## config.mk

```make
export PLATFORM = sky130hd
export DESIGN_NAME = calc2_display
export DESIGN_NICKNAME = d
export VERILOG_FILES = /design/src/rtl/calc2_pkg.sv /design/src/rtl/calc2_rst_sync.sv /design/src/rtl/calc2_alu.sv /design/src/rtl/calc2_scan.sv /design/src/rtl/calc2_seg_dec.sv /design/src/rtl/calc2_display.sv
export SDC_FILE = /design/constraint.sdc
export NUM_CORES = 1
export LEC_CHECK = 0
export ABC_AREA = 1
export BUFFER_PORTS_ARGS = -buffer_cell sky130_fd_sc_hd__buf_2
export CAP_MARGIN = 20
export CELL_PAD_IN_SITES_DETAIL_PLACEMENT = 1
export CELL_PAD_IN_SITES_GLOBAL_PLACEMENT = 2
export CORE_MARGIN = 3
export CORE_UTILIZATION = 35
export CTS_BUF_LIST = sky130_fd_sc_hd__clkbuf_4
export CTS_CLUSTER_SIZE = 14
export DETAILED_ROUTE_END_ITERATION = 16
export PLACE_DENSITY = 0.86
export SETUP_SLACK_MARGIN = 0.02
export SLEW_MARGIN = 20
export SYNTH_ARGS = -nofsm -noshare
export SYNTH_HDL_FRONTEND = slang
export SYNTH_SLANG_ARGS = --single-unit
```

## constraint.sdc

```tcl
create_clock -name clk -period 2.1 [get_ports clk]
set_clock_uncertainty 0.05 [all_clocks]
set_input_delay 0.42 -clock clk [delete_from_list [all_inputs] [get_ports clk]]
set_output_delay 0.42 -clock clk [all_outputs]
set_load 0.05 [all_outputs]
```

## src/rtl/calc2_pkg.sv

```systemverilog
`timescale 1ns/1ps
package calc2_pkg;
  parameter int OP_W    = 2;
  parameter int RES_W   = 4;
  parameter int NUM_DIG = 4;
  parameter int SEG_W   = 7;
  localparam int SEL_W  = $clog2(NUM_DIG);

  localparam logic [RES_W-1:0] BLANK_CODE = RES_W'(10);

  typedef enum logic [SEL_W-1:0] {
    DIG_QUO = 2'd0,
    DIG_PRD = 2'd1,
    DIG_DIF = 2'd2,
    DIG_SUM = 2'd3
  } dig_e;

  typedef logic [NUM_DIG-1:0][RES_W-1:0] res_vec_t;
endpackage

```

## src/rtl/calc2_rst_sync.sv

```systemverilog
`timescale 1ns/1ps
module calc2_rst_sync #(
  parameter int STAGES = 2
) (
  input  logic clk,
  input  logic rst_n_in,
  output logic rst_n_out
);
  logic [STAGES-1:0] sync_q;
  logic [STAGES-1:0] sync_d;

  always_comb begin
    sync_d = {sync_q[STAGES-2:0], 1'b1};
  end

  always_ff @(posedge clk or negedge rst_n_in) begin
    if (!rst_n_in) sync_q <= '0;
    else           sync_q <= sync_d;
  end

  assign rst_n_out = sync_q[STAGES-1];
endmodule

```

## src/rtl/calc2_alu.sv

```systemverilog
`timescale 1ns/1ps
module calc2_alu
  import calc2_pkg::*;
(
  input  logic [OP_W-1:0] op_a,
  input  logic [OP_W-1:0] op_b,
  output res_vec_t        res,
  output logic            neg,
  output logic            dz
);
  logic [RES_W-1:0] a_x;
  logic [RES_W-1:0] b_x;
  logic             b_zero;
  logic             a_lt_b;

  always_comb begin
    a_x    = RES_W'(op_a);
    b_x    = RES_W'(op_b);
    b_zero = (op_b == '0);
    a_lt_b = (op_a < op_b);

    res          = '0;
    res[DIG_SUM] = a_x + b_x;
    res[DIG_DIF] = a_lt_b ? (b_x - a_x) : (a_x - b_x);
    res[DIG_PRD] = a_x * b_x;
    res[DIG_QUO] = b_zero ? '0 : (a_x / b_x);

    neg = a_lt_b;
    dz  = b_zero;
  end
endmodule

```

## src/rtl/calc2_scan.sv

```systemverilog
`timescale 1ns/1ps
module calc2_scan
  import calc2_pkg::*;
#(
  parameter int CNT_W   = 23,
  parameter int SEL_LSB = 15
) (
  input  logic               clk,
  input  logic               rst_n,
  input  logic [NUM_DIG-1:0] btn,
  input  res_vec_t           res,
  output logic [RES_W-1:0]   code_q,
  output logic [NUM_DIG-1:0] dig_sel_q
);
  logic [CNT_W-1:0]   cnt_q;
  logic [CNT_W-1:0]   cnt_d;
  logic [SEL_W-1:0]   sel;
  logic [RES_W-1:0]   code_d;
  logic [NUM_DIG-1:0] dig_sel_d;
  logic               scan_en;

  always_comb begin
    scan_en = 1'b1;
    cnt_d   = cnt_q + 1'b1;
    sel     = cnt_q[SEL_LSB +: SEL_W];
    code_d  = btn[sel] ? res[sel] : BLANK_CODE;
  end

  for (genvar k = 0; k < NUM_DIG; k++) begin : g_sel
    assign dig_sel_d[k] = (sel != SEL_W'(k));
  end

  always_ff @(posedge clk or negedge rst_n) begin
    if (!rst_n) begin
      cnt_q     <= '0;
      code_q    <= BLANK_CODE;
      dig_sel_q <= '1;
    end else if (scan_en) begin
      cnt_q     <= cnt_d;
      code_q    <= code_d;
      dig_sel_q <= dig_sel_d;
    end
  end

  // at most one digit enabled at any time
  a_r2_one_digit: assert property (@(posedge clk) disable iff (!rst_n)
    $onehot0(~dig_sel_q));

  // the enabled digit either holds or moves to the next one
  a_r2_rotate: assert property (@(posedge clk) disable iff (!rst_n)
    (dig_sel_q != '1) |=> ((dig_sel_q == $past(dig_sel_q)) ||
      (dig_sel_q == {$past(dig_sel_q[NUM_DIG-2:0]), $past(dig_sel_q[NUM_DIG-1])})));

  // released button gives the blank code on the next edge
  a_r8_blank_released: assert property (@(posedge clk) disable iff (!rst_n)
    (!btn[sel]) |=> (code_q == BLANK_CODE));
endmodule

```

## src/rtl/calc2_seg_dec.sv

```systemverilog
`timescale 1ns/1ps
module calc2_seg_dec
  import calc2_pkg::*;
(
  input  logic [RES_W-1:0] code,
  output logic [SEG_W-1:0] seg_n
);
  logic [SEG_W-1:0] lit;

  always_comb begin
    unique case (code)
      RES_W'(0): lit = 7'b1111110;
      RES_W'(1): lit = 7'b0110000;
      RES_W'(2): lit = 7'b1101101;
      RES_W'(3): lit = 7'b1111001;
      RES_W'(4): lit = 7'b0110011;
      RES_W'(5): lit = 7'b1011011;
      RES_W'(6): lit = 7'b1011111;
      RES_W'(7): lit = 7'b1110000;
      RES_W'(8): lit = 7'b1111111;
      RES_W'(9): lit = 7'b1111011;
      default:   lit = '0;
    endcase
    seg_n = ~lit;
  end
endmodule

```

## src/rtl/calc2_display.sv

```systemverilog
`timescale 1ns/1ps
module calc2_display
  import calc2_pkg::*;
#(
  parameter int CNT_W       = 23,
  parameter int SEL_LSB     = 15,
  parameter int SYNC_STAGES = 2
) (
  input  logic               clk,
  input  logic               rst_n,
  input  logic [NUM_DIG-1:0] btn,
  input  logic [2*OP_W-1:0]  sw,
  output logic [NUM_DIG-1:0] dig_sel_n,
  output logic [SEG_W:0]     seg,
  output logic               neg_led,
  output logic               dz_led
);
  logic             rst_s;
  logic [OP_W-1:0]  op_a;
  logic [OP_W-1:0]  op_b;
  res_vec_t         res;
  logic             neg_d;
  logic             dz_d;
  logic [RES_W-1:0] code_q;
  logic [SEG_W-1:0] seg_n;

  assign op_a = sw[2*OP_W-1:OP_W];
  assign op_b = sw[OP_W-1:0];

  calc2_rst_sync #(.STAGES(SYNC_STAGES)) i_rst (
    .clk       (clk),
    .rst_n_in  (rst_n),
    .rst_n_out (rst_s)
  );

  calc2_alu i_alu (
    .op_a (op_a),
    .op_b (op_b),
    .res  (res),
    .neg  (neg_d),
    .dz   (dz_d)
  );

  calc2_scan #(.CNT_W(CNT_W), .SEL_LSB(SEL_LSB)) i_scan (
    .clk       (clk),
    .rst_n     (rst_s),
    .btn       (btn),
    .res       (res),
    .code_q    (code_q),
    .dig_sel_q (dig_sel_n)
  );

  calc2_seg_dec i_dec (
    .code  (code_q),
    .seg_n (seg_n)
  );

  assign seg = {seg_n, 1'b1};

  always_ff @(posedge clk or negedge rst_s) begin
    if (!rst_s) begin
      neg_led <= 1'b0;
      dz_led  <= 1'b0;
    end else begin
      neg_led <= neg_d;
      dz_led  <= dz_d;
    end
  end

  // sign indicator follows A < B one edge later
  a_r5_sign_led: assert property (@(posedge clk) disable iff (!rst_s)
    rst_s |=> (neg_led == ($past(op_a) < $past(op_b))));

  // zero-divisor indicator follows B == 0 one edge later
  a_r7_dz_led: assert property (@(posedge clk) disable iff (!rst_s)
    rst_s |=> (dz_led == ($past(op_b) == '0)));
endmodule

```

## After elaboration in Yosys (flattened, before gate mapping)

Memories as Yosys holds them, arrays and structs flattened.
Cells that the tools add are included.

| storage, ports and cells | value |
|---|---|
| register bits | 35 |
| output and inout bits | 14 |
| bits in read-only memories | 112 |
| memories kept | 1 |
| word-level logic and storage cells | 28 |
| input bits | 10 |

| cells by class | value |
|---|---|
| muxes and demuxes | 7 |
| reduce and logical (&&, ||, !) cells | 2 |
| eq/ne operators | 3 |
| multipliers | 1 |
| bitwise gates (word level) | 1 |
| add/subtract/negate cells | 4 |
| order comparisons | 2 |
| div/mod/pow operators | 1 |

Memory list:

| name | words | width | read ports | clocked after memory_dff | write ports | line | source |
|---|---|---|---|---|---|---|---|
| (no name shown) | 16 | 7 | 1 | 0 | 0 | calc2_seg_dec.sv:11 | `unique case (code)` |

Operators by type and width:

| kind | count |
|---|---|
| adder 23 x 1 -> 23 bit (second input constant) | 1 |
| two-way mux 4 bit | 4 |
| binary-select mux 4 bit (select 2 bit) | 1 |
| NOT 7 bit | 1 |
| subtractor 2 x 2 -> 3 bit | 2 |
| divider 2 x 2 -> 4 bit | 1 |
| multiplier 2 x 2 -> 4 bit | 1 |
| inequality test 2 bit (second input constant) | 2 |
| adder 2 x 2 -> 3 bit | 1 |
| < comparator 2 x 3 -> 1 bit (second input constant) | 1 |
| binary-select mux 1 bit (select 2 bit) | 1 |
| zero test 2 bit | 1 |
| < comparator 2 bit | 1 |
| inequality test 2 x 1 -> 1 bit (second input constant) | 1 |
| nonzero test 2 bit | 1 |
| two-way mux 1 bit | 1 |

## Depth between registers and ports, before layout

Gate-level depths: netlist of run 1.

| depth | value |
|---|---|
| word-level depth | 5 |
| mapped depth | 14 |
| gate-level depth less buffers | 14 |

## By module

Synthesis of run 1 repeated with hierarchy kept, for this count alone.

| second synthesis, totals | value |
|---|---|
| cell total of the unflattened synthesis | 252 |
| area total of the unflattened synthesis | 1,933.1 um^2 |

By module, submodules not included:

| module | times used | seq. area each (um^2) | area an instance (um^2) | cells an instance |
|---|---|---|---|---|
| calc2_scan | 1 | 633.1 | 1,222.4 | 156 |
| calc2_alu | 1 | 0.0 | 420.4 | 57 |
| calc2_seg_dec | 1 | 0.0 | 175.2 | 32 |
| calc2_display | 1 | 50.0 | 61.3 | 4 |
| calc2_rst_sync | 1 | 50.0 | 53.8 | 3 |

## Worst setup path after synthesis of run 1

No wires, ideal clock.

| timing | value |
|---|---|
| path type | reg2out |
| start | register i_scan.code_q[1] |
| end | output port seg[4] |
| path buffers | 0 |
| cell stages (with the launch flop) | 6 |
| slack | -0.458 ns |
| arrival | 2.088 ns |
| required time | 1.630 ns |
| cell sequence | dfstp_2 inv_1 ha_1 nand2_1 inv_1 o21ai_0 |

| between the ends | value |
|---|---|
| word-level cells in the longest chain between the ends | 2 |

RTL lines:

| what | line | source |
|---|---|---|
| from (decl) | calc2_scan.sv:12 | `output logic [RES_W-1:0] code_q,` |
| from (signal assigned) | calc2_scan.sv:40 | `code_q <= code_d;` |
| memory read (16 x 7 bit) | n/a |  |
| NOT 7 bit | calc2_seg_dec.sv:24 | `seg_n = ~lit;` |
| to (decl) | calc2_display.sv:14 | `output logic [SEG_W:0] seg,` |

Every way passes these cells.

## Final worst setup path of run 1

| timing | value |
|---|---|
| start | register i_scan.code_q[1] |
| end | output port seg[1] |

The elaborated chain is that of the path after synthesis.

==> impl_metrics.toml, run 1 <==
[status]
status = "completed"

[critical_path]
worstPathMaxFanout = 3
crit_top_cell = "buf_6"
max_stage_delay_ps = 590
worst_path_max_delay_cell = "dfstp_2"
crit_type = "reg -> out"
required_ps = 1630
cp_num_buf_inv = 2
crit_chain = "buf_6 -> ha_2 -> o21ai_2 -> o21ai_1 -> buf_6"
startpoint_type = "flop"
worstSetupEndpointType = "output pin"
crit_family = "flip-flops"
arrival_ps = 1580

[layout]
area_growth_pct = 24.33
diodes = 0
drive_above_1_share_pct = 29.12
nFillCells = 618
nets = 293
final_core_util_pct = 47.09
multi_input_area_um2 = 1037
stdcell_area_um2 = 2327
register_area_um2 = 733.2
final_cells = 328

[clock_tree]
cts_sinks = 29
cts_tree = "done"
cts.reportedPaths.clkPinSlew_ps = 110
numCtsBuffers = 5
cts_buffer_depth = 2
root_buffer = "clkbuf_4"
cts-htree-levels = 2
clkLatencyLatePin_ps = 330

[synth]
synth_top_cell_by_area = "dfrtp_1"
ys_seq_area_share_pct = 39.17
ys_top_cells_by_count = "nand2_1, inv_1, dfrtp_1"
async_reset_ff_share_pct = 100.0
yosys_most_used_dff = "dfrtp_1"
synthDistinctLibCells = 28
yosysWarnings = 0
ys_seq_elements = 29
synth_edf_count = 0
synth_top_cell_area_share_pct = 30.75
synth.most_common_cell = "nand2_1"
syn_area_um2 = 1872
avgSynthCellArea_um2 = 8.547
synthTopCellsByArea = "dfrtp_1, ha_1, nand2_1, dfstp_2, inv_1"
synth_cells = 219

[timing]
hold_violations = 0
finalCritPeriodShare_pct = 97.59
setup_viol = 0
fin_hold_ws_ps = 231.9
timing.final.crit_period_ps = 2049
tns_ps = 0
rsz0062_at_grt = "yes"
timing.final.ws_setup_ps = 50.70
slew_violations = 0
fmax_mhz = 488.0

[pwr]
cellLeakagePower_nw = 1.167
power_mw = 1.328
ir_worst_vdd_mv = 0.3747
power_density_nw_per_um2 = 570.7

[die]
core_area_um2 = 4942
io_pins = 24
row_count = 25
die_x_um = 79.13
dieHeight_um = 79.13
initial_utilization_pct = 37.87
die_area_um2 = 6262

[route]
drtIter0Drc = 30
drt-pass1-iter-count = 4
route.detailed.drc = 0
avgRoutedWirePerCell_um = 12.33
antenna_left = 0
num_vias = 1501
vias_per_cell = 4.576
wl_mm = 4.044

[grt]
grt.overflow.total = 0
grt_first_pass_wirelength_mm = 7.334
antenna_found_initial = 0
track_usage_pct = 15.12
grt_start_max_net_pins = 27
grt_pass1_vias = 1615

[placed_design]
port-buffer-count = 22
dpl-instance-area_um2 = 2122
pre_cts_ws_ps = -65.26
place_congestion = 0.7561
dp_cells = 316
dp_hpwl_mm = 3.239

[job]
max_cap_violations = 0

[hold_path]
hold_class = "reg -> async"
## cell type report
class                           instances  share of cell area, %
Clock inverter                          3                  1.774
Multi-Input combinational cell        151                  44.57
Clock buffer                            5                  1.613
Timing Repair Buffer                   34                  10.54
Inverter                               39                  6.398
Sequential cell                        29                  31.51
Tap cell                               67                  3.602
## per-layer routing
layer  vias up  track usage [%]  part of all wire [%]
met5         -                0                     0
met4         0            6.701                   2.4
met3        11            3.401                   4.0
met1       703            19.36                    48
met2        31            24.33                    46
li1        756                -                     -
## state kept, by name (all words and copies together), names as in the netlist
signal and flops:
i_scan.cnt_q 17, i_rst.sync_q 2, i_scan.dig_sel_q 4, i_scan.code_q 4, neg_led 1, dz_led 1
## what timing repair did
action,in CTS,in global routing
pin swaps,1,4
setup endpoints to repair,6,7
hold buffers,2,0
setup buffers,2,0
gates cloned,0,0
resized for setup,12,19
endpoints found under the hold margin,3,0
## layout by cell type, fill, tap and decap left out, types with 2 or more instances in the layout
cell / Yosys / layout
ha_2: 0 / 2
dlygate4sd3_1: 0 / 2
nor2_1: 14 / 14
clkbuf_4: 0 / 6
fa_1: 3 / 3
nor2_4: 3 / 3
nand3_2: 2 / 2
o21ai_1: 2 / 2
nor2_2: 2 / 2
buf_2: 0 / 15
buf_4: 2 / 10
nand2_2: 3 / 5
inv_2: 3 / 5
nand2_1: 49 / 47
buf_6: 0 / 6
dfstp_2: 6 / 6
nor3_1: 4 / 4
ha_1: 20 / 17
nand3_1: 15 / 15
inv_1: 36 / 33
o21ai_0: 8 / 2
a21oi_2: 2 / 2
xor2_1: 9 / 9
xnor2_1: 2 / 2
conb_1: 2 / 4
nand4_1: 3 / 3
o21ai_2: 0 / 5
dfrtp_1: 23 / 23
## report_power, final
part           internal, mW  total (mW)  switching, mW
clock                 0.247       0.458          0.211
sequential            0.571       0.578        0.00781
combinational         0.109       0.292          0.183
## final timing paths
path                                   from  depth (start not counted)               end  slack [ps]
setup / recovery           i_scan.code_q[1]                          5            seg[1]          50
hold / removal              i_rst.sync_q[1]                          1  i_scan.cnt_q[11]         230
setup reg to reg            i_scan.cnt_q[0]                          8  i_scan.cnt_q[16]         610
hold reg to reg             i_rst.sync_q[1]                          1  i_scan.cnt_q[11]         230
max in group asynchronous   i_rst.sync_q[1]                          1           neg_led        1380
min in group clk            i_rst.sync_q[0]                          0   i_rst.sync_q[1]         320
## worst reg2reg max path, stage by stage (launching register included)
cell	delay, ps
dfrtp_1	420
ha_1	220
nand2_1	100
nor2_4	150
nand3_4	130
nor2_4	140
nand2_1	60
nand2_1	60
nand2_1	50
## cell families after synthesis
group / after synthesis / share of synthesized area (%)
DFF: 29 / 39.17
buffers and inverters: 41 / 8.623
and+or+nand+nor: 98 / 25.47
AOI/OAI and AO/OA: 15 / 4.613
adders and majority gates: 23 / 16.58
other: 2 / 0.4012
xor gates and xnor gates: 11 / 5.147
(Power assumes the default switching activity.)
==> inputs of run 2 (changes only) <==
- ABC_AREA: 1 -> unset
- PLACE_DENSITY: 0.86 -> 0.82
- clock period: 2.1 -> 2.2 ns (I/O delays scaled with it)
==> run 2 against run 1 <==
  * Final area down 6.5%
  * Via count down 14%
  * Synthesized area down 6.9%
  * Largest cell class unchanged
  * First-iteration DRC count up 17%
  * Largest power group unchanged
  * Total power down 14%
  * Setup slack better by 1.4 ps
  * Critical path depth up 1
  * Sequential power down 4.7%
  * Final cell count down 16%
  * Global-route usage down 0.96 points
==> impl_metrics.toml, run 2 <==
[critical_path]
required_ps = 1710
worstSetupEndpointType = "output pin"
worstPathMaxFanout = 2
max_stage_delay_ps = 540
crit_chain = "inv_2 -> ha_4 -> or2_4 -> a21oi_4 -> a31oi_2 -> buf_6"
arrival_ps = 1660
crit_type = "reg -> out"
worst-r2r-setup-slack_ps = 690
startpoint_type = "flop"
r2r_cells = 4
worst_path_max_delay_cell = "dfstp_2"

[synth]
avgSynthCellArea_um2 = 10.56
synth_cells = 165
synth.most_common_cell = "dfrtp_1"
synth_top_cell_area_share_pct = 33.02
yosysWarnings = 0
syn_area_um2 = 1743
ys_seq_elements = 29
synth_top_cell_by_area = "dfrtp_1"
synthTopCellsByArea = "dfrtp_1, ha_1, dfstp_2, xnor2_1, fa_1"
synth_edf_count = 0
async_reset_ff_share_pct = 100.0
ys_top_cells_by_count = "dfrtp_1, ha_1, nand2_1"
synthDistinctLibCells = 39
ys_seq_area_share_pct = 42.07
yosys_most_used_dff = "dfrtp_1"

[layout]
reg_top3 = "i_scan.cnt_q (17), i_scan.code_q (4), i_scan.dig_sel_q (4)"
area_growth_pct = 24.84
drive_above_1_share_pct = 32.86
layout_commonest_cell = "dfrtp_1"
largest_register = "i_scan.cnt_q"
nFillCells = 566
diodes = 0
nets = 242
stdcell_area_um2 = 2176
largest_reg_flops = 17
final_cell_mix = "dfrtp_1, ha_1, buf_4, nand2_1, buf_2"

[route]
route.detailed.drc = 0
num_vias = 1288
drtIter0Drc = 35
wl_mm = 3.736
vias_per_cell = 4.650
antenna_left = 0
drt-pass1-iter-count = 3
avgRoutedWirePerCell_um = 13.49

[grt]
grt_start_max_net_pins = 28
grt.overflow.total = 0
grt_pass1_vias = 1402
track_usage_pct = 14.16
antenna_found_initial = 0
grt_first_pass_wirelength_mm = 6.651

[die]
core_area_um2 = 4755
die_x_um = 76.57
initial_utilization_pct = 36.66
io_pins = 24
row_count = 25
die_area_um2 = 5862
dieHeight_um = 76.57

[timing]
setup_viol = 0
timing.final.ws_setup_ps = 52.11
fmax_mhz = 465.6
fin_hold_ws_ps = 191.6
tns_ps = 0
timing.final.crit_period_ps = 2148
slew_violations = 0
finalCritPeriodShare_pct = 97.63
rsz0062_at_grt = "yes"
hold_violations = 0

[job]
max_cap_violations = 0

[clock_tree]
cts-htree-levels = 2
cts_sinks = 29
clkLatencyLatePin_ps = 310
cts_buffer_depth = 2
cts.reportedPaths.clkPinSlew_ps = 90
numCtsBuffers = 5
cts_tree = "done"
root_buffer = "clkbuf_4"

[placed_design]
dpl-instance-area_um2 = 2022
dp_hpwl_mm = 3.006
pre_cts_ws_ps = -182.1
port-buffer-count = 22
place_congestion = 0.7771

[pwr]
power_density_nw_per_um2 = 522.7
seqPwrFrac_pct = 48.5
cellLeakagePower_nw = 1.019
p_clk_share_pct = 26.7
switching_share_pct = 30.43
p_switching_mw = 0.3461
power_mw = 1.137
internal_power_mw = 0.7912
ir_worst_vdd_mv = 0.3715
p_comb_share_pct = 24.8

[hold_path]
hold_class = "reg -> async"

[status]
status = "completed"
[run 2: cell count changes after synthesis, moves of 3 or more]
cell and change:
nand2_1 -33, inv_1 -24, xnor2_1 +10, nand3_1 -8
a21oi_1 +7, nor2_1 -5, o21ai_0 -5, nand2b_1 +4
xor2_1 -4, a31oi_1 +3, inv_2 -3, nand2_2 -3
nor2_4 -3
[run 2: through the flow]
step / utilization [%] / cells
after floorplan: - / 167
after global placement: 42.53 / 266
after detailed placement: 42.53 / 266
after CTS: 44.89 / 276
after global routing: 45.76 / 277
final: 45.76 / 277
[run 2: power by group through the flow]
| stage | logic (mW) | registers [mW] | clock network (mW) |
|---|---|---|---|
| 2_1_floorplan | 0.149 | 0.575 | 0 |
| 3_3_place_gp | 0.235 | 0.562 | 0 |
| 3_5_place_dp | 0.248 | 0.562 | 0 |
| 4_1_cts | 0.271 | 0.550 | 0.324 |
| 5_1_grt | 0.311 | 0.553 | 0.347 |
| 6_report | 0.283 | 0.551 | 0.303 |
[run 2: layout make-up]
cell class	instances	area (µm²)	area share (%)
sequential	29	733.2	33.70
multi-input combinational	122	985.9	45.31
tap	67	83.83	3.853
timing repair buffer	39	272.8	12.54
clock inverter	2	10.01	0.4600
inverter	12	45.04	2.070
clock buffer	6	45.04	2.070
[run 2: cells by family after synthesis]
kind of cell	Yosys count	synth area share [%]
AOI/OAI and AO/OA	19	6.461
buffers and inverters	16	4.522
muxes	4	3.158
DFF	29	42.07
xor gates and xnor gates	17	8.543
other	2	0.4309
and+or+nand+nor	55	17.01
adders and majority gates	23	17.80
[run 2: routing by layer]
metal	vias up	wire length [µm]	part of all wire (%)	track usage, %
met5	-	0	0	0
met4	0	15	0.40	2.717
met3	2	140	3.7	3.901
met2	24	1907	51	24.69
met1	627	1673	45	17.59
li1	635	-	-	-
[run 2: final timing paths]
path,startpoint,endpoint
worst max-delay path,i_scan.code_q[1],seg[4]
worst min-delay path,i_rst.sync_q[1],i_scan.cnt_q[16]
worst max register to register,i_scan.cnt_q[0],i_scan.cnt_q[14]
worst min register to register,i_rst.sync_q[1],i_scan.cnt_q[16]
max in group asynchronous,i_rst.sync_q[1],i_scan.code_q[1]
min in group clk,i_rst.sync_q[0],i_rst.sync_q[1]
[run 2: timing repair]
action,4_1_cts,5_1_grt
endpoints found under the setup margin,5,6
pin swaps,3,2
endpoints found under the hold margin,2,0
buffers inserted,1,1
resized for setup,12,9
hold buffers,1,0
[run 2: critical path, delay by kind of cell, from the launching register on]
family | cells | cell delay [ps]
fa+ha+maj | 1 | 140
buf+inv | 2 | 220
simple gates | 1 | 230
compound gates | 2 | 210
flops | 1 | 540
